==> config.mk <==
export PLATFORM = sky130hd
export DESIGN_NAME = pot_precompute_unit
export DESIGN_NICKNAME = d
export VERILOG_FILES = /design/src/rtl/pot_pre_pkg.sv /design/src/rtl/pot_term_gen.sv /design/src/rtl/term_shift_array.sv /design/src/rtl/load_counter.sv /design/src/rtl/pot_precompute_unit.sv
export SDC_FILE = /design/constraint.sdc
export NUM_CORES = 1
export LEC_CHECK = 0
export ABC_AREA = 1
export BUFFER_PORTS_ARGS = -buffer_cell sky130_fd_sc_hd__clkbuf_2
export CORE_AREA = 2 2 112 142
export DETAILED_ROUTE_END_ITERATION = 12
export DIE_AREA = 0 0 114 144
export HOLD_SLACK_MARGIN = 0.06
export PLACE_DENSITY = 0.73
export SLEW_MARGIN = 5
export SYNTH_ARGS = -nofsm -noshare
export SYNTH_HDL_FRONTEND = slang
export SYNTH_HIERARCHICAL = 1
export SYNTH_SLANG_ARGS = --single-unit
==> constraint.sdc <==
create_clock -name clk -period 1.6 [get_ports clk]
set_input_delay 0.32 -clock clk [delete_from_list [all_inputs] [get_ports clk]]
set_output_delay 0.32 -clock clk [all_outputs]
set_load 0.005 [all_outputs]
==> src/rtl/pot_pre_pkg.sv <==
package pot_pre_pkg;

  // Stored terms per activation: all nonzero entries of the combined codebook set
  function automatic int stored_terms(input int idx_bits, input int n_sub);
    int m;
    int p;
    m = (1 << idx_bits) - 1;
    p = m + 2 * (n_sub - 1);
    return p - 1;
  endfunction

endpackage

==> src/rtl/pot_term_gen.sv <==
module pot_term_gen #(
  parameter int DATA_W    = 8,
  parameter int NUM_SHIFT = 2,
  localparam int TW       = DATA_W + 1,
  localparam int NUM_TERM = 2 * NUM_SHIFT
) (
  input  logic [DATA_W-1:0]               act,
  output logic [NUM_TERM-1:0][TW-1:0]     terms
);

  logic signed [TW-1:0] act_ext;
  assign act_ext = $signed({act[DATA_W-1], act});

  for (genvar s = 0; s < NUM_SHIFT; s++) begin : g_shift
    logic signed [TW-1:0] pos_t;
    logic signed [TW-1:0] neg_t;
    assign pos_t = act_ext >>> s;
    assign neg_t = -pos_t;
    assign terms[2*s]   = pos_t;
    assign terms[2*s+1] = neg_t;
  end

endmodule

==> src/rtl/term_shift_array.sv <==
module term_shift_array #(
  parameter int WIDTH = 9,
  parameter int DEPTH = 4
) (
  input  logic                        clk,
  input  logic                        rst,
  input  logic                        shift_en,
  input  logic [WIDTH-1:0]            din,
  output logic [DEPTH-1:0][WIDTH-1:0] slots
);

  always_ff @(posedge clk) begin
    if (rst) begin
      slots <= '0;
    end else if (shift_en) begin
      slots[0] <= din;
      for (int j = 1; j < DEPTH; j++) begin
        slots[j] <= slots[j-1];
      end
    end
  end

  AST_HOLD_IDLE: assert property (@(posedge clk) disable iff (rst)
    !shift_en |=> $stable(slots));

  if (DEPTH > 1) begin : g_move_chk
    AST_SLOT_ADVANCE: assert property (@(posedge clk) disable iff (rst)
      shift_en |=> slots[1] == $past(slots[0]));
  end

endmodule

==> src/rtl/load_counter.sv <==
module load_counter #(
  parameter int LIMIT = 4,
  localparam int CW   = $clog2(LIMIT + 1)
) (
  input  logic clk,
  input  logic rst,
  input  logic load,
  output logic full
);

  logic [CW-1:0] cnt;

  always_ff @(posedge clk) begin
    if (rst) begin
      cnt  <= '0;
      full <= 1'b0;
    end else if (load && cnt != CW'(LIMIT)) begin
      cnt  <= cnt + 1'b1;
      if (cnt == CW'(LIMIT - 1)) full <= 1'b1;
    end
  end

  AST_READY_STICKY: assert property (@(posedge clk) disable iff (rst)
    full |=> full);

  AST_READY_COUNT: assert property (@(posedge clk) disable iff (rst)
    !full |-> cnt < CW'(LIMIT));

endmodule

==> src/rtl/pot_precompute_unit.sv <==
module pot_precompute_unit
  import pot_pre_pkg::*;
#(
  parameter int DATA_W    = 8,
  parameter int IDX_BITS  = 2,
  parameter int NUM_SUB   = 2,
  parameter int CHANNELS  = 4,
  localparam int TW        = DATA_W + 1,
  localparam int NUM_TERM  = stored_terms(IDX_BITS, NUM_SUB),
  localparam int NUM_SHIFT = NUM_TERM / 2,
  localparam int BUS_W     = NUM_TERM * CHANNELS * TW
) (
  input  logic              clk,
  input  logic              rst,
  input  logic              in_valid,
  input  logic [DATA_W-1:0] in_act,
  output logic              buf_ready,
  output logic [BUS_W-1:0]  buf_terms
);

  logic [NUM_TERM-1:0][TW-1:0]               new_terms;
  logic [NUM_TERM-1:0][CHANNELS-1:0][TW-1:0] arr_out;

  pot_term_gen #(
    .DATA_W    (DATA_W),
    .NUM_SHIFT (NUM_SHIFT)
  ) u_gen (
    .act   (in_act),
    .terms (new_terms)
  );

  for (genvar k = 0; k < NUM_TERM; k++) begin : g_arr
    term_shift_array #(
      .WIDTH (TW),
      .DEPTH (CHANNELS)
    ) u_arr (
      .clk      (clk),
      .rst      (rst),
      .shift_en (in_valid),
      .din      (new_terms[k]),
      .slots    (arr_out[k])
    );
    for (genvar j = 0; j < CHANNELS; j++) begin : g_slot
      assign buf_terms[(k*CHANNELS + j)*TW +: TW] = arr_out[k][j];
    end
  end

  load_counter #(
    .LIMIT (CHANNELS)
  ) u_cnt (
    .clk  (clk),
    .rst  (rst),
    .load (in_valid),
    .full (buf_ready)
  );

  AST_NEWEST_UNSHIFTED: assert property (@(posedge clk) disable iff (rst)
    in_valid |=> arr_out[0][0] == $past({in_act[DATA_W-1], in_act}));

  for (genvar s = 0; s < NUM_SHIFT; s++) begin : g_pair_chk
    AST_NO_OVERFLOW: assert property (@(posedge clk) disable iff (rst)
      in_valid |=> TW'(arr_out[2*s][0] + arr_out[2*s+1][0]) == '0);
  end

endmodule

==> reports/summary.txt, run 1 <==
OUTCOME
---------------------------------------------------------------------------
Status                                                         finished, final reports clean

HOLD PATH
---------------------------------------------------------------------------
Worst-case hold path end point                                   u_cnt/full
Kind of path behind the tightest hold check                       in -> reg
Cell count of the worst hold path                                         2
Launch point of the worst hold path                                     rst

TIMING
---------------------------------------------------------------------------
Transition time at the pin with the least slew margin             0.2644 ns
Final period util                                                    80.36%
Top achievable clock speed                                       0.7778 GHz
# setup viols final                                                       0
Minimum clock period                                               1.286 ns
Sum of negative setup slack                                            0 ns
RSZ-0062 raised after global routing                                  false
Rel. slew slack                                                      82.37%
Worst clock skew                                                0.006678 ns
Max-slew violation count                                                  0
Number of hold violations in the final report                             0

GLOBAL ROUTING
---------------------------------------------------------------------------
Via count of the first global-routing pass                             4799
Global router's overall resource usage                               16.90%
Wire length of the first global-routing pass                       22.38 mm
Maximum number of pins on one net before global-route repair             65
Antenna violations before repair                                          0
Remaining Overflow, GRT                                                   0

CLOCK NETWORK
---------------------------------------------------------------------------
Buffer depth of the longest clock path                                    2
Clock latency on the worst-skew pair                                0.41 ns
CTS tree                                                                yes
Root Buffer Master                                                clkbuf_16
Count of hold buffers inserted by post-cts repair                         0
Post-CTS sizing                                                           0
Clock-pin slew on the worst setup and hold paths                    0.06 ns
CTS H-tree depth                                                          4
Sink Count                                                              148
Post-CTS setup repair buffer count                                        0
Number of buffers created by CTS                                         17

DIE
---------------------------------------------------------------------------
Horiz. Die Dim                                                       114 µm
Overall die height                                                   144 µm
Total core area                                                 0.01519 mm²
Initial core utilization                                             43.89%
I/O pins                                                                156
Die area                                                        0.01642 mm²
Number of rows in the core area                                          51

POWER
---------------------------------------------------------------------------
Areal power density over the cells                              1152 mW/mm²
Sequential Power Share                                                45.3%
Clock network fraction of total power                                 42.5%
Part of the power in combinational logic                              12.2%
Cell Int Power                                                   0.006752 W
Switching share of total power                                       25.81%
Leakage power                                                      4.377 nW
Net switching power                                              0.002348 W
Worst vdd rail ir drop                                            0.6595 mV

CRITICAL PATH
---------------------------------------------------------------------------
Reg2Reg Capture Point                                          u_cnt/cnt[2]
Depth of the worst register-to-register path                              5
Largest delay contributor family on the critical path            flip-flops
Startpoint types                                                  flip-flop
Category of the worst setup path capture point                   output pin
Critical path data required time                                    1.28 ns
Data arrival time of the worst path                                 0.97 ns
Delay contributed by the slowest stage of the critical path         0.41 ns
Crit Reg-Reg Startpoint                                        u_cnt/cnt[0]
Cell at the slowest stage of the critical path                      dfxtp_1
Start-to-end type of the worst setup path                        reg -> out
Buf/Inv on CP                                                             1
Crit path max fanout                                                      3
Worst reg-to-reg setup slack                                        0.51 ns
Crit path cell chain                                               clkbuf_2

ROUTE
---------------------------------------------------------------------------
Final routed DRC violation total                                          0
Overall routed net length                                          13.72 mm
Length of the first detailed-routing pass in iterations                   4
DRT antenna net count                                                     0
Initial detailed-routing violation count                                348
Via count                                                              5586
Per-cell routed wire length                                        10.29 µm
Ratio of routed vias to standard cells                                4.187

FINAL LAYOUT
---------------------------------------------------------------------------
Register Area                                                  0.002963 mm²
Share of post-route cells with drive strength above 1                18.10%
Area occupied by multi-input gates                             0.002512 mm²
Number of antenna repair diodes                                           0
Layout-stage area growth over the synthesis result                   18.53%
Layout Nets                                                            1152
Fillers                                                                1595
Final cell utilization of the core                                   52.02%

RUN
---------------------------------------------------------------------------
Number of maximum-capacitance constraint violations                       0

SYNTHESIS
---------------------------------------------------------------------------
Netlist Area Pre-Place                                         0.006665 mm²
Library cells used by synthesis                                          17
Net count after synthesis                                              1029
Proportion of synthesized chip area in sequential cells              44.45%
Gate count of the mapped netlist                                       1013
Number of warnings issued by yosys                                        6
Synthesized area per cell                                         6.580 µm²
Post-synthesis register bit count                                       148

PLACE
---------------------------------------------------------------------------
Post-DP HPWL                                                       9.301 mm
Final weighted congestion in routability-driven placement            0.7865
Port buffer count                                                       155

layout make-up:
type | instances | area share [%]
flip-flops and latches | 148 | 37.50
multi-input cells | 636 | 31.80
repair buffers | 168 | 12.61
inverters | 165 | 7.840
clock buffers | 20 | 5.654
well taps | 185 | 2.930
clock inverters | 12 | 1.663
power groups by stage:
| stage | registers (W) | clock network [W] | logic (W) |
|---|---|---|---|
| 2_1_floorplan | 0.00419 | 0 | 0.000773 |
| 3_3_place_gp | 0.00419 | 0 | 0.00111 |
| 3_5_place_dp | 0.00420 | 0 | 0.00113 |
| 4_1_cts | 0.00412 | 0.00399 | 0.00113 |
| 5_1_grt | 0.00415 | 0.00413 | 0.00130 |
| 6_report | 0.00412 | 0.00387 | 0.00111 |
logic make-up (layout without fill, tap and decap cells):
family                   Yosys count  count (layout)  synth area share [%]
adder cells (fa/ha/maj)            5               5                0.9386
flip-flops                       148             148                 44.45
XOR/XNOR                           6               6                0.7886
AND/OR/NAND/NOR                  622             622                 35.74
AO/OA/AOI/OAI                      3               3                0.2252
buffers and inverters            229             365                 17.85
layout by cell type, fill, tap and decap left out, drive strengths merged:
cell type	instances
buf	14
ha	5
xnor2	3
bufinv	2
clkbuf	174
nand3	10
nor2	300
clkinv	8
inv	166
a21oi	3
clkinvlp	1
nand2	308
nand4	4
dfxtp	148
xor2	3
sequential cells by signal (all words and copies together), names as in the netlist:
signal and cells:
g_arr.u_arr/slots 144, u_cnt/cnt 3, u_cnt/full 1
routing by layer:
metal	vias to the layer above	global-route usage (%)	share of wire (%)
met5	-	0	0
met4	0	6.932	1.6
met3	13	3.688	4.1
met2	95	28.63	48
met1	2364	20.80	47
li1	3114	-	-
synthesized netlist by cell type, drive strengths merged:
master	instances	share of area [%]
nand4	4	0.38
nor2	300	17
ha	5	0.94
inv	165	9.3
buf	64	8.6
nand2	308	17
nand3	10	0.75
xor2	3	0.39
xnor2	3	0.39
a21oi	3	0.23
dfxtp	148	44
how the worst max path moves through the flow:
| stage | startpoint | end | slack (ns) | cells past startpoint |
|---|---|---|---|---|
| after floorplan | in_act[1] | g_arr[1].u_arr/slots[7] | 0.30 | 11 |
| after global placement | in_act[2] | g_arr[3].u_arr/slots[4] | 0.19 | 10 |
| after detailed placement | in_act[2] | g_arr[3].u_arr/slots[4] | 0.14 | 10 |
| after CTS | g_arr[1].u_arr/slots[7] | buf_terms[43] | 0.28 | 1 |
| after global routing | g_arr[1].u_arr/slots[7] | buf_terms[43] | 0.28 | 1 |
| final | g_arr[1].u_arr/slots[7] | buf_terms[43] | 0.31 | 1 |
metrics by stage:
| stage | cells | worst slack, ns | instance area [µm²] | hold slack [ns] | power [W] |
|---|---|---|---|---|---|
| detailed placement | 1302 | 0.1424 | 7322 | 0.4573 | 0.005331 |
| global route | 1334 | 0.2804 | 7900 | 0.2497 | 0.009579 |
| floorplan | 1013 | 0.3045 | 6665 | 0.3891 | 0.004965 |
| global placement | 1302 | 0.1908 | 7322 | 0.4391 | 0.005301 |
| CTS | 1334 | 0.2828 | 7900 | 0.2176 | 0.009246 |
| finish | 1334 | 0.3143 | 7900 | 0.2320 | 0.009100 |
No activity file was read; power rests on OpenSTA's default activity.
==> run 2: changes to the inputs <==
Settings changed: PLACE_DENSITY 0.73 to 0.75.
Clock period 1.6 ns to 1.1 ns, I/O delays scaled along.
==> run 2 against run 1 <==
Compared with the run above: the run now ends with setup timing left; via count up 12%; flip-flop and latch count did not move; sequential share of layout area down 3.6 points; critical endpoint is now buf_terms[112].
==> reports/summary.txt, run 2 (same netlist as run 1, synthesis figures left out) <==
OUTCOME
---------------------------------------------------------------------------
Status                                                         complete, but fails checks
Failing checks                                                 setup timing

CRITICAL PATH
---------------------------------------------------------------------------
Crit path cell chain                                               clkbuf_2
Cell at the slowest stage of the critical path                      dfxtp_4
Critical path data required time                                    0.88 ns
Category of the worst setup path capture point                   output pin
Delay contributed by the slowest stage of the critical path         0.37 ns
Data arrival time of the worst path                                 0.89 ns
Largest delay contributor family on the critical path            flip-flops
Startpoint types                                                  flip-flop
Crit path max fanout                                                      3
Buf/Inv on CP                                                             1
Start-to-end type of the worst setup path                        reg -> out

TIMING
---------------------------------------------------------------------------
Max-slew violation count                                                  0
RSZ-0062 raised after global routing                                   true
# setup viols final                                                       2
Transition time at the pin with the least slew margin             0.6240 ns
Final period util                                                    101.0%
Number of hold violations in the final report                             0
Top achievable clock speed                                       0.8997 GHz
Worst clock skew                                                0.006659 ns
Sum of negative setup slack                                     -0.01306 ns
Rel. slew slack                                                      58.34%
Minimum clock period                                               1.112 ns
Worst Slack Setup Final                                         -0.01152 ns

ROUTE
---------------------------------------------------------------------------
Per-cell routed wire length                                        11.49 µm
DRT antenna net count                                                     0
Via count                                                              6276
Overall routed net length                                          16.55 mm
Ratio of routed vias to standard cells                                4.355
Length of the first detailed-routing pass in iterations                   6
Initial detailed-routing violation count                                310
Final routed DRC violation total                                          0

GLOBAL ROUTING
---------------------------------------------------------------------------
Maximum number of pins on one net before global-route repair             46
Via count of the first global-routing pass                             5528
Remaining Overflow, GRT                                                   0
Wire length of the first global-routing pass                       25.68 mm
Global router's overall resource usage                               19.59%
Antenna violations before repair                                          0

FINAL LAYOUT
---------------------------------------------------------------------------
Register bank with the most flops                              g_arr.u_arr/slots
Max FFs per register                                                    144
Share of post-route cells with drive strength above 1                36.94%
Final instance count without filler cells                              1441
Layout-stage area growth over the synthesis result                   39.67%
Number of antenna repair diodes                                           0
Registers with the most flip-flops                             g_arr.u_arr/slots: 144 flops, u_cnt/cnt: 3 flops, u_cnt/full: 1 flops
Commonest cells after routing, fill and taps aside             306 x nand2_1, 296 x nor2_1, 160 x inv_1, 142 x dfxtp_2, 113 x buf_4
Commonest non-fill, non-tap cell in the layout                      nand2_1
Layout Nets                                                            1261
Post-route cell area                                           0.009309 mm²

CLOCK NETWORK
---------------------------------------------------------------------------
CTS H-tree depth                                                          4
Root Buffer Master                                                clkbuf_16
CTS tree                                                                yes
Clock-pin slew on the worst setup and hold paths                    0.06 ns
Buffer depth of the longest clock path                                    2
Sink Count                                                              148
Number of buffers created by CTS                                         17
Clock latency on the worst-skew pair                                0.41 ns

DIE
---------------------------------------------------------------------------
Overall die height                                                   144 µm
I/O pins                                                                156
Number of rows in the core area                                          51
Die area                                                        0.01642 mm²
Initial core utilization                                             43.89%
Horiz. Die Dim                                                       114 µm
Total core area                                                 0.01519 mm²

PLACE
---------------------------------------------------------------------------
Placed Instance Area                                           0.007466 mm²
Number of instances in the placed design                               1319
Port buffer count                                                       155
Setup WS pre-CTS                                                 -0.2287 ns
Final weighted congestion in routability-driven placement            0.7749
Post-DP HPWL                                                       9.777 mm

POWER
---------------------------------------------------------------------------
Leakage power                                                      5.092 nW
Final total power                                                 0.01442 W
Worst vdd rail ir drop                                            0.9425 mV
Areal power density over the cells                              1549 mW/mm²

RUN
---------------------------------------------------------------------------
Number of maximum-capacitance constraint violations                       0

HOLD PATH
---------------------------------------------------------------------------
Kind of path behind the tightest hold check                       in -> reg

==> run 2: metal layers <==
| metal | global-route usage, % | vias to the layer above | wire [µm] |
|---|---|---|---|
| li1 | - | 3342 | - |
| met4 | 6.739 | 0 | 177 |
| met2 | 34.49 | 148 | 8644 |
| met3 | 5.700 | 12 | 843 |
| met5 | 0 | - | 0 |
| met1 | 22.67 | 2774 | 6888 |
==> run 2: stage by stage <==
| step | hold slack, ns | util [%] |
|---|---|---|
| after floorplan | 0.2891 | - |
| after detailed placement | 0.4414 | 49.16 |
| after global placement | 0.4375 | 49.16 |
| final | 0.1644 | 61.30 |
| after CTS | 0.1447 | 57.59 |
| after global routing | 0.1606 | 61.30 |
==> run 2: layout make-up <==
class	instances	area (µm²)
multi-input combinational	636	2527
sequential	148	3152
clock buffer	21	470.5
tap	185	231.5
timing repair buffer	277	2152
clock inverter	9	152.6
fill	1343	5878
inverter	165	623.1
==> run 2: worst register-to-register path: stages, from the launching register on <==
cell     delay, ns
dfxtp_2       0.33
ha_2          0.17
ha_1          0.27
nand3_1       0.07
nand2_1       0.06
inv_1         0.03
==> run 2: worst paths after layout <==
path | from | endpoint | slack, ns | depth (start not counted)
worst max-delay path | g_arr[3].u_arr/slots[4] | buf_terms[112] | -0.01 | 1
worst min-delay path | in_valid | g_arr[0].u_arr/slots[8] | 0.16 | 3
worst max register to register | u_cnt/cnt[0] | u_cnt/cnt[2] | 0.07 | 5
worst min register to register | g_arr[0].u_arr/slots[32] | g_arr[0].u_arr/slots[32] | 0.46 | 2
==> run 2: timing repair <==
action | CTS | global route
endpoints found under the setup margin | 119 | 148
gates resized for setup | 121 | 111
hold buffers | 0 | 0
pin swaps | 0 | 1
setup buffers | 67 | 25
==> run 2: where the power goes <==
| group | internal (W) | switching, W | total [W] |
|---|---|---|---|
| clock network | 0.00395 | 0.00217 | 0.00612 |
| registers | 0.00580 | 0.000254 | 0.00605 |
| logic | 0.00114 | 0.00111 | 0.00225 |
==> run 3: changes to the inputs <==
Settings changed: CORE_AREA 2 2 112 142 to 2 2 107 135, DIE_AREA 0 0 114 144 to 0 0 109 137, PLACE_DENSITY 0.75 to 0.81, SLEW_MARGIN 5 to 15.
==> run 3 against run 2 <==
Compared with the run above: the flow still finishes with violations (setup timing); critical path depth is the same; hold slack gained 0.022 ns; register-to-register slack lost 0.07 ns.
==> reports/summary.txt, run 3 (same netlist as run 1, synthesis figures left out) <==
CLOCK NETWORK
---------------------------------------------------------------------------
Buffer depth of the longest clock path                                    2
CTS tree                                                                yes
Root Buffer Master                                                clkbuf_16
Clock-pin slew on the worst setup and hold paths                    0.06 ns
Clock latency on the worst-skew pair                                0.42 ns
Sink Count                                                              148
Number of buffers created by CTS                                         17
CTS H-tree depth                                                          4
Count of hold buffers inserted by post-cts repair                         0

PLACE
---------------------------------------------------------------------------
Final weighted congestion in routability-driven placement            0.8108
Port buffer count                                                       155
Placed Instance Area                                           0.007467 mm²
Post-DP HPWL                                                       10.02 mm

CRITICAL PATH
---------------------------------------------------------------------------
Category of the worst setup path capture point                   output pin
Start-to-end type of the worst setup path                        reg -> out
Worst reg-to-reg setup slack                                           0 ns
Reg2Reg Capture Point                                          u_cnt/cnt[2]
Data arrival time of the worst path                                 0.89 ns
Depth of the worst register-to-register path                              5
Crit path max fanout                                                      2
Startpoint types                                                  flip-flop
Critical path data required time                                    0.88 ns
Buf/Inv on CP                                                             1
Crit path cell chain                                               clkbuf_2
Crit Reg-Reg Startpoint                                        u_cnt/cnt[0]
Delay contributed by the slowest stage of the critical path         0.35 ns
Largest delay contributor family on the critical path            flip-flops
Cell at the slowest stage of the critical path                      dfxtp_2

TIMING
---------------------------------------------------------------------------
Minimum clock period                                               1.109 ns
RSZ-0062 raised after global routing                                   true
Transition time at the pin with the least slew margin             0.3048 ns
Max-slew violation count                                                  0
Smallest hold slack                                               0.1863 ns
Worst clock skew                                                0.007210 ns
Number of hold violations in the final report                             0
# setup viols final                                                       3
Worst Slack Setup Final                                        -0.009179 ns
Final period util                                                    100.8%
Rel. slew slack                                                      79.68%
Top achievable clock speed                                       0.9016 GHz

HOLD PATH
---------------------------------------------------------------------------
Cell count of the worst hold path                                         2
Kind of path behind the tightest hold check                       in -> reg
Launch point of the worst hold path                                     rst
Worst-case hold path end point                                   u_cnt/full

FINAL LAYOUT
---------------------------------------------------------------------------
Number of antenna repair diodes                                           0
Layout-stage area growth over the synthesis result                   40.62%
Commonest cells after routing, fill and taps aside             306 x nand2_1, 296 x nor2_1, 160 x inv_1, 145 x dfxtp_2, 144 x buf_4
Post-route cell area                                           0.009373 mm²
Share of post-route cells with drive strength above 1                38.63%
Register bank with the most flops                              g_arr.u_arr/slots
Max FFs per register                                                    144
Register Area                                                  0.003148 mm²
Final cell utilization of the core                                   68.75%
Commonest non-fill, non-tap cell in the layout                      nand2_1
Registers with the most flip-flops                             g_arr.u_arr/slots: 144 flops, u_cnt/cnt: 3 flops, u_cnt/full: 1 flops
Fillers                                                                1068
Layout Nets                                                            1292
Area occupied by multi-input gates                             0.002550 mm²

ROUTE
---------------------------------------------------------------------------
Overall routed net length                                          17.88 mm
Via count                                                              6579
Per-cell routed wire length                                        12.22 µm
Initial detailed-routing violation count                                393
DRT antenna net count                                                     0
Final routed DRC violation total                                          0
Length of the first detailed-routing pass in iterations                   5
Ratio of routed vias to standard cells                                4.494

GLOBAL ROUTING
---------------------------------------------------------------------------
Wire length of the first global-routing pass                       27.15 mm
Maximum number of pins on one net before global-route repair             55
Via count of the first global-routing pass                             6026
Remaining Overflow, GRT                                                   0
Antenna violations before repair                                          0
Global router's overall resource usage                               23.03%

OUTCOME
---------------------------------------------------------------------------
Status                                                         complete, but fails checks
Failing checks                                                 setup timing

POWER
---------------------------------------------------------------------------
Worst vdd rail ir drop                                            0.9719 mV
Areal power density over the cells                              1477 mW/mm²
Final total power                                                 0.01384 W
Leakage power                                                      5.186 nW

DIE
---------------------------------------------------------------------------
Die area                                                        0.01493 mm²
I/O pins                                                                156
Initial core utilization                                             48.89%
Horiz. Die Dim                                                       109 µm
Overall die height                                                   137 µm
Total core area                                                 0.01363 mm²
Number of rows in the core area                                          48

RUN
---------------------------------------------------------------------------
Number of maximum-capacitance constraint violations                       0

run 3: changes by cell type in the layout (fill, tap and decap cells not counted), moves of 3 or more:
cell,change
dfxtp_2,+3
bufinv_16,-3
clkinv_4,+3
buf_6,-17
buf_4,+31
clkbuf_2,+16
run 3: worst max path at each step:
stage	depth (start not counted)	slack, ns	from	endpoint
5_1_grt	1	-0.04	g_arr[1].u_arr/slots[6]	buf_terms[42]
3_3_place_gp	9	-0.18	in_act[1]	g_arr[1].u_arr/slots[4]
6_report	1	-0.009	g_arr[1].u_arr/slots[6]	buf_terms[42]
4_1_cts	1	-0.04	g_arr[1].u_arr/slots[6]	buf_terms[42]
2_1_floorplan	11	0.04	in_act[1]	g_arr[1].u_arr/slots[7]
3_5_place_dp	9	-0.21	in_act[1]	g_arr[1].u_arr/slots[4]
run 3: area by class of cell:
class	instances	area share, %
multi-input combinational	636	27.21
timing repair buffer	308	24.30
sequential	148	33.59
inverter	165	6.648
clock inverter	12	1.161
clock buffer	20	4.766
tap	175	2.336
run 3: through the flow:
step	TNS, ns	std cells	setup slack (ns)
after floorplan	0	1013	0.03916
after global placement	-1.759	1311	-0.1840
after detailed placement	-2.200	1311	-0.2082
after CTS	-0.4160	1444	-0.03699
after global routing	-1.069	1464	-0.04344
final	-0.01925	1464	-0.009179
run 3: what timing repair did:
action | CTS | global route
setup endpoints to repair | 134 | 134
cloned | 0 | 0
buffers inserted | 101 | 20
resized for setup | 134 | 83
pin swaps | 0 | 2
run 3: layer usage:
layer  vias up  track usage, %  wire length, µm
li1       3405               -                -
met2       186           42.10             9519
met3        26           5.476              962
met5         -               0                0
met1      2962           25.18             7102
met4         0           9.330              301
run 3: power breakdown:
part	leakage (nW)	total (W)	internal [W]	switching (W)
sequential	1.27	0.00605	0.00580	0.000248
combinational	3.64	0.00235	0.00118	0.00118
clock	0.270	0.00544	0.00317	0.00227
